[src/rtl/hz_pkg.sv]
package hz_pkg;
  typedef enum logic [1:0] {
    UNIT_INT = 2'd0,
    UNIT_MEM = 2'd1,
    UNIT_FP  = 2'd2
  } unit_e;
endpackage

[src/rtl/hz_stage_cmp.sv]
// Id comparator bank: every requested id against every stage destination of one unit lane.
module hz_stage_cmp #(
  parameter int REG_W = 5,
  parameter int NSTG  = 2,
  parameter int NSRC  = 3
) (
  input  logic [NSRC-1:0][REG_W-1:0] id_i,
  input  logic [NSTG-1:0]            vld_i,
  input  logic [NSTG-1:0][REG_W-1:0] dst_i,
  output logic [NSRC-1:0][NSTG-1:0]  hit_o
);
  for (genvar s = 0; s < NSRC; s++) begin : g_src
    for (genvar t = 0; t < NSTG; t++) begin : g_stg
      // id 0 is the hard-wired zero register: it never creates a dependency
      assign hit_o[s][t] = vld_i[t] && (|id_i[s]) && (dst_i[t] == id_i[s]);
    end
  end
endmodule

[src/rtl/hz_byp_pick.sv]
// Chooses the matching candidate with the smallest age; equal ages keep the lower index.
module hz_byp_pick #(
  parameter int NCAND = 10,
  parameter int DEP_W = 3,
  parameter int IDX_W = 4
) (
  input  logic [NCAND-1:0]            hit_i,
  input  logic [NCAND-1:0][DEP_W-1:0] dep_i,
  output logic                        found_o,
  output logic [IDX_W-1:0]            idx_o
);
  logic [DEP_W-1:0] best_dep;

  always_comb begin
    found_o  = 1'b0;
    idx_o    = '0;
    best_dep = '1;
    for (int k = 0; k < NCAND; k++) begin
      if (hit_i[k] && (!found_o || (dep_i[k] < best_dep))) begin
        found_o  = 1'b1;
        idx_o    = IDX_W'(k);
        best_dep = dep_i[k];
      end
    end
  end
endmodule

[src/rtl/hz_interlock.sv]
module hz_interlock #(
  parameter int REG_W   = 5,
  parameter int NUM_INT = 2,
  parameter int NUM_MEM = 2,
  parameter int FP_LAT  = 4,
  parameter int MEM_LAT = 2,
  localparam int MAX_LANES = (NUM_INT > NUM_MEM) ? NUM_INT : NUM_MEM,
  localparam int LANE_W    = (MAX_LANES > 1) ? $clog2(MAX_LANES) : 1
) (
  input  logic                                   clk,
  input  logic                                   rst_n,
  input  logic [1:0][REG_W-1:0]                  src_id,
  input  logic [REG_W-1:0]                       dst_id,
  input  logic [NUM_INT-1:0][1:0]                int_vld,
  input  logic [NUM_INT-1:0][1:0][REG_W-1:0]     int_dst,
  input  logic [NUM_MEM-1:0][MEM_LAT:0]          mem_vld,
  input  logic [NUM_MEM-1:0][MEM_LAT:0][REG_W-1:0] mem_dst,
  input  logic [FP_LAT:0]                        fp_vld,
  input  logic [FP_LAT:0][REG_W-1:0]             fp_dst,
  output logic                                   stall,
  output logic [1:0]                             byp_vld,
  output logic [1:0][1:0]                        byp_unit,
  output logic [1:0][LANE_W-1:0]                 byp_lane,
  output logic [1:0]                             byp_wb
);
  import hz_pkg::*;

  localparam int NCAND   = 2 * NUM_INT + 2 * NUM_MEM + 2;
  localparam int IDX_W   = $clog2(NCAND);
  localparam int MAX_LAT = (FP_LAT > MEM_LAT) ? FP_LAT : MEM_LAT;
  localparam int DEP_W   = $clog2(MAX_LAT + 2);
  localparam int MEM_BASE = 2 * NUM_INT;
  localparam int FP_BASE  = 2 * NUM_INT + 2 * NUM_MEM;

  // ids under test: [0] source 0, [1] source 1, [2] destination
  logic [2:0][REG_W-1:0] cmp_id;
  assign cmp_id = {dst_id, src_id};

  logic [NUM_INT-1:0][2:0][1:0]       int_hit;
  logic [NUM_MEM-1:0][2:0][MEM_LAT:0] mem_hit;
  logic [2:0][FP_LAT:0]               fp_hit;

  // ---------------- comparator banks, one per unit lane ----------------
  for (genvar i = 0; i < NUM_INT; i++) begin : g_int
    hz_stage_cmp #(.REG_W(REG_W), .NSTG(2), .NSRC(3)) u_cmp (
      .id_i  (cmp_id),
      .vld_i (int_vld[i]),
      .dst_i (int_dst[i]),
      .hit_o (int_hit[i])
    );
  end

  for (genvar j = 0; j < NUM_MEM; j++) begin : g_mem
    hz_stage_cmp #(.REG_W(REG_W), .NSTG(MEM_LAT + 1), .NSRC(3)) u_cmp (
      .id_i  (cmp_id),
      .vld_i (mem_vld[j]),
      .dst_i (mem_dst[j]),
      .hit_o (mem_hit[j])
    );
  end

  hz_stage_cmp #(.REG_W(REG_W), .NSTG(FP_LAT + 1), .NSRC(3)) u_fp_cmp (
    .id_i  (cmp_id),
    .vld_i (fp_vld),
    .dst_i (fp_dst),
    .hit_o (fp_hit)
  );

  // ---------------- interlock: early execute stages ----------------
  // A value in an execute stage before the last is not yet produced (RAW),
  // and a slower older write there may land after ours (WAW).
  logic [NUM_MEM-1:0] mem_raw_wait, mem_waw_wait;
  logic               fp_raw_wait, fp_waw_wait;

  for (genvar j = 0; j < NUM_MEM; j++) begin : g_mem_wait
    if (MEM_LAT > 1) begin : g_multi
      assign mem_raw_wait[j] = (|mem_hit[j][0][MEM_LAT-2:0]) | (|mem_hit[j][1][MEM_LAT-2:0]);
      assign mem_waw_wait[j] = |mem_hit[j][2][MEM_LAT-2:0];
    end else begin : g_single
      assign mem_raw_wait[j] = 1'b0;
      assign mem_waw_wait[j] = 1'b0;
    end
  end

  if (FP_LAT > 1) begin : g_fp_wait
    assign fp_raw_wait = (|fp_hit[0][FP_LAT-2:0]) | (|fp_hit[1][FP_LAT-2:0]);
    assign fp_waw_wait = |fp_hit[2][FP_LAT-2:0];
  end else begin : g_fp_nowait
    assign fp_raw_wait = 1'b0;
    assign fp_waw_wait = 1'b0;
  end

  logic raw_wait, waw_wait;
  assign raw_wait = (|mem_raw_wait) | fp_raw_wait;
  assign waw_wait = (|mem_waw_wait) | fp_waw_wait;
  assign stall    = raw_wait | waw_wait;

  // ---------------- bypass candidates, ordered int / mem / fp ----------------
  logic [1:0][NCAND-1:0]         cand_hit;
  logic [NCAND-1:0][DEP_W-1:0]   cand_dep;
  logic [NCAND-1:0][1:0]         cand_unit;
  logic [NCAND-1:0][LANE_W-1:0]  cand_lane;
  logic [NCAND-1:0]              cand_wb;

  for (genvar i = 0; i < NUM_INT; i++) begin : g_int_cand
    for (genvar w = 0; w < 2; w++) begin : g_stg
      assign cand_dep [2*i+w] = DEP_W'(1 + w);
      assign cand_unit[2*i+w] = UNIT_INT;
      assign cand_lane[2*i+w] = LANE_W'(i);
      assign cand_wb  [2*i+w] = 1'(w);
      for (genvar s = 0; s < 2; s++) begin : g_src
        assign cand_hit[s][2*i+w] = int_hit[i][s][w];
      end
    end
  end

  for (genvar j = 0; j < NUM_MEM; j++) begin : g_mem_cand
    for (genvar w = 0; w < 2; w++) begin : g_stg
      assign cand_dep [MEM_BASE+2*j+w] = DEP_W'(MEM_LAT + w);
      assign cand_unit[MEM_BASE+2*j+w] = UNIT_MEM;
      assign cand_lane[MEM_BASE+2*j+w] = LANE_W'(j);
      assign cand_wb  [MEM_BASE+2*j+w] = 1'(w);
      for (genvar s = 0; s < 2; s++) begin : g_src
        assign cand_hit[s][MEM_BASE+2*j+w] = mem_hit[j][s][MEM_LAT-1+w];
      end
    end
  end

  for (genvar w = 0; w < 2; w++) begin : g_fp_cand
    assign cand_dep [FP_BASE+w] = DEP_W'(FP_LAT + w);
    assign cand_unit[FP_BASE+w] = UNIT_FP;
    assign cand_lane[FP_BASE+w] = '0;
    assign cand_wb  [FP_BASE+w] = 1'(w);
    for (genvar s = 0; s < 2; s++) begin : g_src
      assign cand_hit[s][FP_BASE+w] = fp_hit[s][FP_LAT-1+w];
    end
  end

  // ---------------- per-source youngest-producer selection ----------------
  logic [1:0][IDX_W-1:0] pick_idx;

  for (genvar s = 0; s < 2; s++) begin : g_pick
    hz_byp_pick #(.NCAND(NCAND), .DEP_W(DEP_W), .IDX_W(IDX_W)) u_pick (
      .hit_i   (cand_hit[s]),
      .dep_i   (cand_dep),
      .found_o (byp_vld[s]),
      .idx_o   (pick_idx[s])
    );
    assign byp_unit[s] = byp_vld[s] ? cand_unit[pick_idx[s]] : 2'd0;
    assign byp_lane[s] = byp_vld[s] ? cand_lane[pick_idx[s]] : '0;
    assign byp_wb[s]   = byp_vld[s] ? cand_wb[pick_idx[s]]   : 1'b0;
  end

  // ---------------- properties ----------------
  AST_ZERO_SRC0_NO_BYP: assert property (@(posedge clk) disable iff (!rst_n)
    (src_id[0] == '0) |-> !byp_vld[0]);
  AST_ZERO_SRC1_NO_BYP: assert property (@(posedge clk) disable iff (!rst_n)
    (src_id[1] == '0) |-> !byp_vld[1]);
  AST_FP_EARLY_RAW_STALL: assert property (@(posedge clk) disable iff (!rst_n)
    (fp_vld[0] && (src_id[0] != '0) && (fp_dst[0] == src_id[0])) |-> stall);
  AST_MEM_EARLY_WAW_STALL: assert property (@(posedge clk) disable iff (!rst_n)
    (mem_vld[0][0] && (dst_id != '0) && (mem_dst[0][0] == dst_id)) |-> stall);
  AST_INT_ONLY_NO_STALL: assert property (@(posedge clk) disable iff (!rst_n)
    ((fp_vld == '0) && (mem_vld == '0)) |-> !stall);
  AST_IDLE_SEL_ZERO: assert property (@(posedge clk) disable iff (!rst_n)
    !byp_vld[0] |-> ((byp_unit[0] == 2'd0) && (byp_wb[0] == 1'b0)));
  AST_UNIT_CODE_LEGAL: assert property (@(posedge clk) disable iff (!rst_n)
    byp_vld[1] |-> (byp_unit[1] != 2'd3));
  AST_INT_EXE_WINS: assert property (@(posedge clk) disable iff (!rst_n)
    (int_vld[0][0] && (src_id[0] != '0) && (int_dst[0][0] == src_id[0]))
      |-> (byp_vld[0] && (byp_unit[0] == 2'd0) && !byp_wb[0]));
endmodule

[config.mk]
export PLATFORM = sky130hd
export DESIGN_NAME = hz_interlock
export DESIGN_NICKNAME = d
export VERILOG_FILES = /design/src/rtl/hz_pkg.sv /design/src/rtl/hz_stage_cmp.sv /design/src/rtl/hz_byp_pick.sv /design/src/rtl/hz_interlock.sv
export SDC_FILE = /design/constraint.sdc
export NUM_CORES = 1
export LEC_CHECK = 0
export BUFFER_PORTS_ARGS = -buffer_cell sky130_fd_sc_hd__buf_2
export CAP_MARGIN = 20
export CORE_UTILIZATION = 53
export DETAILED_ROUTE_END_ITERATION = 7
export PLACE_DENSITY = 0.9
export RECOVER_POWER = 100
export SETUP_SLACK_MARGIN = 0.5
export SYNTH_ARGS = -nofsm -noshare
export SYNTH_HDL_FRONTEND = slang
export SYNTH_SLANG_ARGS = --single-unit
[constraint.sdc]
create_clock -name vclk -period 7.05
set_clock_uncertainty 0.05 [all_clocks]
set_input_delay 1.41 -clock vclk [all_inputs]
set_output_delay 1.41 -clock vclk [all_outputs]
set_load 0.01 [all_outputs]
Word level (Yosys, flattened, before mapping)
Memory sizes are Yosys's and may differ from the RTL's.
Cells that the tools add are included.
{"block": "op_classes", "mul": 0, "muxes": 68, "order_cmp": 20, "shifts": 0, "n_div": 0, "reduce_logical": 132, "bitwise_logic": 6, "eq_ne": 35, "add_sub_neg": 0}
{"op": "equality test 5 bit", "n": 35}
{"op": "logical AND 1 bit", "n": 88}
{"op": "2-to-1 mux 3 bit", "n": 26}
{"op": "less-than comparator 2 x 3 -> 1 bit, first input constant", "n": 12}
{"op": "2-to-1 mux 1 bit", "n": 30}
{"op": "zero test 1 bit", "n": 18}
{"op": "logical OR 1 bit", "n": 18}
{"op": "2-to-1 mux 2 bit", "n": 8}
{"op": "2-to-1 mux 4 bit", "n": 4}
{"op": "OR reduction 5 bit", "n": 3}
{"op": "less-than comparator 3 bit, first input constant", "n": 4}
{"op": "less-than comparator 4 x 5 -> 1 bit, second input constant", "n": 2}
{"op": "OR reduction 3 bit", "n": 3}
{"op": "less-than comparator 1 x 3 -> 1 bit, first input constant", "n": 2}
{"op": "bitwise OR 1 bit", "n": 6}
{"op": "OR reduction 2 bit", "n": 2}
{"block": "totals", "mem_bits_rw": 0, "ff_bits": 0, "mem_bits_ro": 128, "mem_count": 6, "input_bits": 107, "output_inout_bits": 11, "latchBits": 0}
{"memory": "(name not given)", "words": 16, "word_bits": 2, "read_ports": 1, "rd_ports_with_merged_regs": 0, "wr": 0, "line": "hz_interlock.sv:149", "source": "assign byp_unit[s] = byp_vld[s] ? cand_unit[pick_idx[s]] : 2'd0;"}
{"memory": "(name not given)", "words": 16, "word_bits": 2, "read_ports": 1, "rd_ports_with_merged_regs": 0, "wr": 0, "line": "hz_interlock.sv:149"}
{"memory": "(name not given)", "words": 16, "word_bits": 1, "read_ports": 1, "rd_ports_with_merged_regs": 0, "wr": 0, "line": "hz_interlock.sv:150", "source": "assign byp_lane[s] = byp_vld[s] ? cand_lane[pick_idx[s]] : '0;"}
{"memory": "(name not given)", "words": 16, "word_bits": 1, "read_ports": 1, "rd_ports_with_merged_regs": 0, "wr": 0, "line": "hz_interlock.sv:151", "source": "assign byp_wb[s] = byp_vld[s] ? cand_wb[pick_idx[s]] : 1'b0;"}
{"memory": "(name not given)", "words": 16, "word_bits": 1, "read_ports": 1, "rd_ports_with_merged_regs": 0, "wr": 0, "line": "hz_interlock.sv:150"}
{"memory": "(name not given)", "words": 16, "word_bits": 1, "read_ports": 1, "rd_ports_with_merged_regs": 0, "wr": 0, "line": "hz_interlock.sv:151"}

Logic depth before layout (Yosys ltp)
Gate-level depths: netlist of the first run.
{"block": "depth", "depth_word": 43, "mapped_depth": 8}

By module
From an unflattened synthesis of the first run, not the netlist that was laid out.
{"block": "unflattened", "cells_unflattened": 759, "area_unflattened_um2": 5590.4}
{"module": "hz_byp_pick", "cells_each": 192, "area_each_um2": 1320.0, "instances": 2}
{"module": "hz_stage_cmp (g_mem[0].u_cmp ...)", "cells_each": 69, "area_each_um2": 548.0, "instances": 2}
{"module": "hz_stage_cmp (u_fp_cmp)", "cells_each": 126, "area_each_um2": 1013.5, "instances": 1}
{"module": "hz_stage_cmp (g_int[0].u_cmp ...)", "cells_each": 48, "area_each_um2": 371.6, "instances": 2}
{"module": "hz_interlock", "cells_each": 15, "area_each_um2": 97.6, "instances": 1}

Worst setup path before layout of the first run
OpenSTA, ideal clock, no wires.
{"block": "synth_timing", "path_type": "input to output", "startpoint": "input src_id[7] (netlist name)", "endpoint": "output byp_unit[2] (netlist name)", "required_time_ns": 5.590, "slack_ns": 2.476, "stages": 7, "path_buffers": 2, "arrival_ns": 3.114, "cell_sequence": "buf_4 or4_4 nor2_4 buf_4 nor4_1 nor4_4 a21boi_0"}
{"item": "start, declared", "line": "hz_interlock.sv:12", "source": "input logic [1:0][REG_W-1:0] src_id,"}
{"item": "end, declared", "line": "hz_interlock.sv:22", "source": "output logic [1:0][1:0] byp_unit,"}

Worst setup path after layout of the first run
{"block": "layout_timing", "startpoint": "input src_id[6] (netlist name)", "endpoint": "output stall"}
{"block": "layout_between", "elab_chain_len": 7, "word_cells_on_any_way": 23, "classes_between": "eq/ne: 5; bitwise: 5; reduce/logical: 13"}
{"item": "OR reduction 5 bit", "line": "hz_stage_cmp.sv:15", "source": "assign hit_o[s][t] = vld_i[t] && (|id_i[s]) && (dst_i[t] == id_i[s]);"}
{"item": "logical AND 1 bit (2 in a row)", "line": "hz_stage_cmp.sv:15"}
{"item": "OR reduction 3 bit / bitwise OR 1 bit (equally long branches)", "line": "hz_interlock.sv:86, hz_interlock.sv:77"}
{"item": "bitwise OR 1 bit / OR reduction 2 bit (equally long branches)", "line": "hz_interlock.sv:86, hz_interlock.sv:94"}
{"item": "bitwise OR 1 bit *", "line": "hz_interlock.sv:94", "source": "assign raw_wait = (|mem_raw_wait) | fp_raw_wait;"}
{"item": "bitwise OR 1 bit *", "line": "hz_interlock.sv:96", "source": "assign stall = raw_wait | waw_wait;"}
{"item": "end, declared", "line": "hz_interlock.sv:20", "source": "output logic stall,"}
Every way passes the cells marked *; elsewhere a longest branch is shown, timed or not.

==> results.md, run 1 <==
* WS Path Type: in -> out
* Seq/Total Area, Yosys at 0%
* Achievable Freq at 165.7 MHz
* Placed Instances at roughly 460
* WP data arrival at 4.58 ns
* Initial antenna violation count at 0
* CP Launch Type: input port
* Clkbuf count at 0
* Relative slew slack at between 20% and 30%
* Slew Viols, Final at 0
* Tmin final at between 6 and 7 ns
* Average wire per standard cell at about 17 microns
* IO Count at 118
* Register area at 0 sq um
* Detail Route Antenna Nets at 0
* M1 GR Usage at a little under two fifths
* Final hold violation count at 0
* Vert. Die Dim at about 70 microns
* Core Box Area at about 4400 sq um
* DP Wirelength at around 5900 microns
* Leakage at 0.001178 uW
* Synth area leader: xnor2_1
* Placer's final routability congestion estimate at ~0.87
* Vias/cell at 5.762
* DRT iter0 DRCs at 143
* Syn_nets at 430
* Outcome: finished clean
* Worst VDD drop at about 62 uV
* Met3 usage at 1.732%
* Period Utilization, post-route at between 80% and 90%
* Hold crit path type: in -> out
* Post-CTS sizing at 0
* WL final at between 7000 and 8000 microns
* Synthesis-to-layout area growth at 18.77%
* Die ar. at ~4900 sq um
* Final net count at between 500 and 600
* Largest net degree at the start of global routing at 17
* Fin cells at around 460
* Commonest cells post-synth: xnor2_1, xor2_1, nor4_1
* Number of global-route vias before repair at about 2700
* Drt pass-1 iters at 4
* Mapped Cells at 323
* First-pass GRT wire length at roughly 12000 microns
* Max cap viols at 0
* Sequential cells at 0
* Synth top area share at around a third
* Fin area at between 2000 and 3000 sq um
* # DRC at 0
* Setup ws final at just over 1 ns
* Filler cells at between 300 and 400
* N_diodes at 0
* Vias at between 2000 and 3000
* Worst-Margin Slew at 1.150 ns
* CP required at 5.59 ns
* Syn_area_per_cell at ~7.6 sq um
* Dpl cell area at 2934 sq um
* Die Wd at 69.94 microns
* Cell Area, Synth at approximately 2400 sq um
* Crit end category: output port
* PortBufs at 116
* Pwr dens at roughly 65 nW/um^2
* Most frequent cell after synthesis: xnor2_1
* Hold-fix buffers at CTS at 0
* Pre-CTS setup slack at 1.803 ns
* GR met2 Demand/Resource at between 50% and 60%
* Initial core utilization at 55.79%
* Share of cells above drive strength 1 at approximately 29%
* Largest cells by area after synthesis: xnor2_1, xor2_1, nor4_1
* Most used routing layer in global routing: met2
* RSZ-0062 raised after global routing: false
* All-Layer GR Usage at 30.34%
* Endpoints failing setup at 0
* Worst Path Max Fanout at 16
* Synth warn at 0
* Cell variety after synth at 37
* Grt ovf at 0
* Setup Total Neg Slack at 0 ns
* Row count at 24
* Post-CTS setup buffers at 0
* Fin Hold WS at approximately 3.2 ns
-- stage by stage --
stage | utilization [%] | power, uW
floorplan | - | 124.4
global placement | 66.92 | 180.8
detailed placement | 66.92 | 187.8
CTS | 66.92 | 188.4
global route | 66.27 | 204.1
finish | 66.27 | 188.8
-- power by group --
group	switching [uW]	internal [uW]	leakage, uW
Combinational	101	87.3	0.00118
Clock	0	0	0
Sequential	0	0	0
Total	101	87.3	0.00118
-- worst paths after layout --
kind / from / end / slack, ns / cells after the start
min: mem_vld[3] / stall / 3.21 / 4
max: src_id[6] / stall / 1.01 / 8
-- critical path, cell delays in order --
cell and delay (ns):
buf_2 0.26, or4_2 0.71, nor2_1 0.88, nor4_1 0.16
a31o_1 0.27, a2111oi_1 0.45, o2111ai_1 0.21, buf_2 0.20
-- layout by cell type (no fill, tap or decap), types with 3 or more instances in the layout --
cell / count
buf_2: 114
xnor2_1: 90
xor2_1: 85
nor4_1: 34
nand4_1: 24
nand3_1: 13
nor2_1: 11
nand2_1: 3
a21boi_0: 3
a21oi_1: 3
o21ai_0: 3
-- routing by layer --
layer / wire length (microns) / up-vias
met5: 0 / -
li1: - / 1294
met2: 3871 / 120
met1: 3119 / 1232
met4: 129 / 0
met3: 522 / 16
-- cell families after synthesis --
logic type,Yosys count,synth area share (%)
and+or+nand+nor,99,25.27
AOI/OAI and AO/OA,19,5.474
buffers and inverters,30,6.599
xor gates and xnor gates,175,62.66
-- cell type report --
type                       count  area [sq um]  share of cell area (%)
tap                           52         65.06                   2.239
multi-input combinational    293          2258                   77.73
timing repair buffer         116         578.1                   19.90
inverter                       1         3.754                  0.1292
Power figures use the tool's default switching activity.
==> inputs of run 2 (changes only) <==
Settings changed: CORE_UTILIZATION 53 to 60, PLACE_DENSITY 0.9 to 0.87, SYNTH_HIERARCHICAL from default to 1.
==> run 2 against run 1 <==
The run now fails in detailed placement. Synthesized area increased by 100%. Synthesized cell count increased by 110%.
==> results.md, run 2 <==
* Outcome: aborted with a tool error
* Stage where the run ended: detailed placement
* Stop err: [ERROR DPL-0033] detailed placement checks failed during check placement.
* DP Wirelength at 21360 microns
* Cell Area, Synth at approximately 5000 sq um
* Vert. Die Dim at around 93 microns
* Die Wd at slightly above 90 microns
* Placer's final routability congestion estimate at a little over 1
* Syn_area_per_cell at about 7.3 sq um
* Row count at 32
* PortBufs at 116
* IO Count at around 120
* Mapped Cells at a little under 700
* Initial core utilization at between 60% and 70%
* Synth warn at 6
run 2: metrics by stage:
stage / hold WS [ns] / instance area (sq um) / std cells / TNS, ns / worst slack (ns)
floorplan: 3.136 / 5876 / 837 / -40.72 / -5.128
global placement: 3.409 / 7729 / 1205 / -33.99 / -4.547
==> inputs of run 3 (changes only) <==
Settings changed: CORE_UTILIZATION 60 to 40, PLACE_DENSITY 0.87 to default, PLACE_DENSITY_LB_ADDON from default to 0.15, SETUP_SLACK_MARGIN 0.5 to default.
==> run 3 against run 2 <==
Synthesized cell count stayed put. The flow now finishes, with violations (setup timing). Synthesized area did not move.
==> results.md, run 3 <==
* Clkbuf count at 0
* Top Metal Used: met4
* Crit path to: byp_lane[0]
* Die ar. at between 10000 and 15000 sq um
* Commonest cells after routing, fill and taps aside: buf_4, conb_1, buf_2
* Commonest non-fill, non-tap cell in the layout: buf_4
* Placer's final routability congestion estimate at 0.8357
* WP data arrival at 10.51 ns
* Vert. Die Dim at about 110 microns
* Critical-path top delay cell: nor4_4
* Met3 Wirelength at between 700 and 800 microns
* Worst-Margin Slew at 1.165 ns
* Endpoints failing setup at 8
* WL final at 19610 microns
* Core Box Area at ~12000 sq um
* CP Launch Type: input port
* Worst VDD drop at around 49 uV
* Number of global-route vias before repair at 6443
* CP required at 5.59 ns
* IO Count at 118
* Initial antenna violation count at 0
* Setup Total Neg Slack at -38.00 ns
* First-pass GRT wire length at ~29000 microns
* Achievable Freq at between 80 and 90 MHz
* DRT iter0 DRCs at 358
* Drt pass-1 iters at 5
* Tmin final at 11.97 ns
* Largest net degree at the start of global routing at 18
* Filler cells at about 970
* Final Core Density at approximately 73%
* Leakage at 0.004135 uW
* Outcome: finished with violations
* CP most frequent cell: buf_4
* Syn_area_per_cell at 7.306 sq um
* Max cap viols at 0
* Grt ovf at 0
* Row count at 40
* Crit end category: output port
* WL met2 at 9905 microns
* Worst setup path start: src_id[4]
* Die Wd at 113.9 microns
* Synthesis-to-layout area growth at 75.55%
* All-Layer GR Usage at between 20% and 30%
* Pwr dens at about 52 nW/um^2
* Period Utilization, post-route at 169.8%
* N_diodes at 0
* WS Path Type: in -> out
* Relative slew slack at between 20% and 30%
* Worst path max stage delay at between 0.4 and 0.5 ns
* Final net count at 1303
* # DRC at 0
* WL met1 at around 8200 microns
* Sequential cells at 0
* Hold crit path type: in -> out
* PortBufs at ~120
* Detail Route Antenna Nets at 0
* Mapped Cells at ~690
* Hold-fix buffers at CTS at 0
* Setup ws final at -4.918 ns
* Share of cells above drive strength 1 at around 43%
* Failing checks: setup timing
* DP Wirelength at around 13000 microns
* RSZ-0062 raised after global routing: true
* Register area at 0 sq um
* Synth warn at 6
* Worst Path Max Fanout at 4
* Average wire per standard cell at approximately 15 microns
* Vias/cell at roughly 5
* Vias at ~7000
* Slew Viols, Final at 0
* Initial core utilization at a little over 40%
* Cell Area, Synth at ~5000 sq um
* Final hold violation count at 0
[run 3: worst min-delay path by stage]
stage	from	endpoint	cells after the start
after floorplan	fp_vld[0]	stall	4
after global placement	fp_vld[0]	stall	6
after detailed placement	fp_vld[0]	stall	6
after CTS	fp_vld[0]	stall	6
after global routing	fp_vld[0]	stall	6
final	fp_vld[0]	stall	6
[run 3: report_power, final]
group | total (uW) | internal, uW | switching (uW)
logic | 461 | 229 | 232
clock network | 0 | 0 | 0
registers | 0 | 0 | 0
[run 3: routing by layer]
metal | vias up | GRT usage, %
li1 | 3373 | -
met4 | 0 | 9.004
met5 | - | 0
met1 | 3113 | 32.02
met3 | 71 | 1.382
met2 | 246 | 52.11
[run 3: area by class of cell]
type	instances	area (sq um)	area share [%]
Inverter	40	150.1	1.709
Multi-Input combinational cell	778	5971	67.96
Tap cell	168	210.2	2.392
Timing Repair Buffer	356	2455	27.94
[run 3: repair_timing]
item	4_1_cts	5_1_grt
pin swaps	16	47
setup endpoints to repair	8	8
cloned	0	0
resized for setup	25	57
setup buffers	62	26
[run 3: per-stage QoR]
| step | worst slack (ns) | instances | power [uW] | cell area [sq um] | hold slack (ns) |
|---|---|---|---|---|---|
| after floorplan | -5.128 | 837 | 231.4 | 5876 | 3.136 |
| after global placement | -4.682 | 1255 | 378.0 | 7691 | 3.417 |
| after detailed placement | -4.741 | 1255 | 382.5 | 7691 | 3.410 |
| after CTS | -4.586 | 1317 | 407.9 | 8290 | 3.414 |
| after global routing | -5.306 | 1342 | 499.1 | 8786 | 3.453 |
| final | -4.918 | 1342 | 461.2 | 8786 | 3.429 |
[run 3: worst max-delay path, delay by kind of cell]
| family | cells | cell delay [ns] |
|---|---|---|
| adder cells (fa/ha/maj) | 1 | 0.28 |
| XOR/XNOR | 1 | 0.16 |
| AO/OA/AOI/OAI | 7 | 0.75 |
| multiplexers | 1 | 0.35 |
| AND/OR/NAND/NOR | 11 | 2.13 |
| buffers and inverters | 42 | 5.37 |
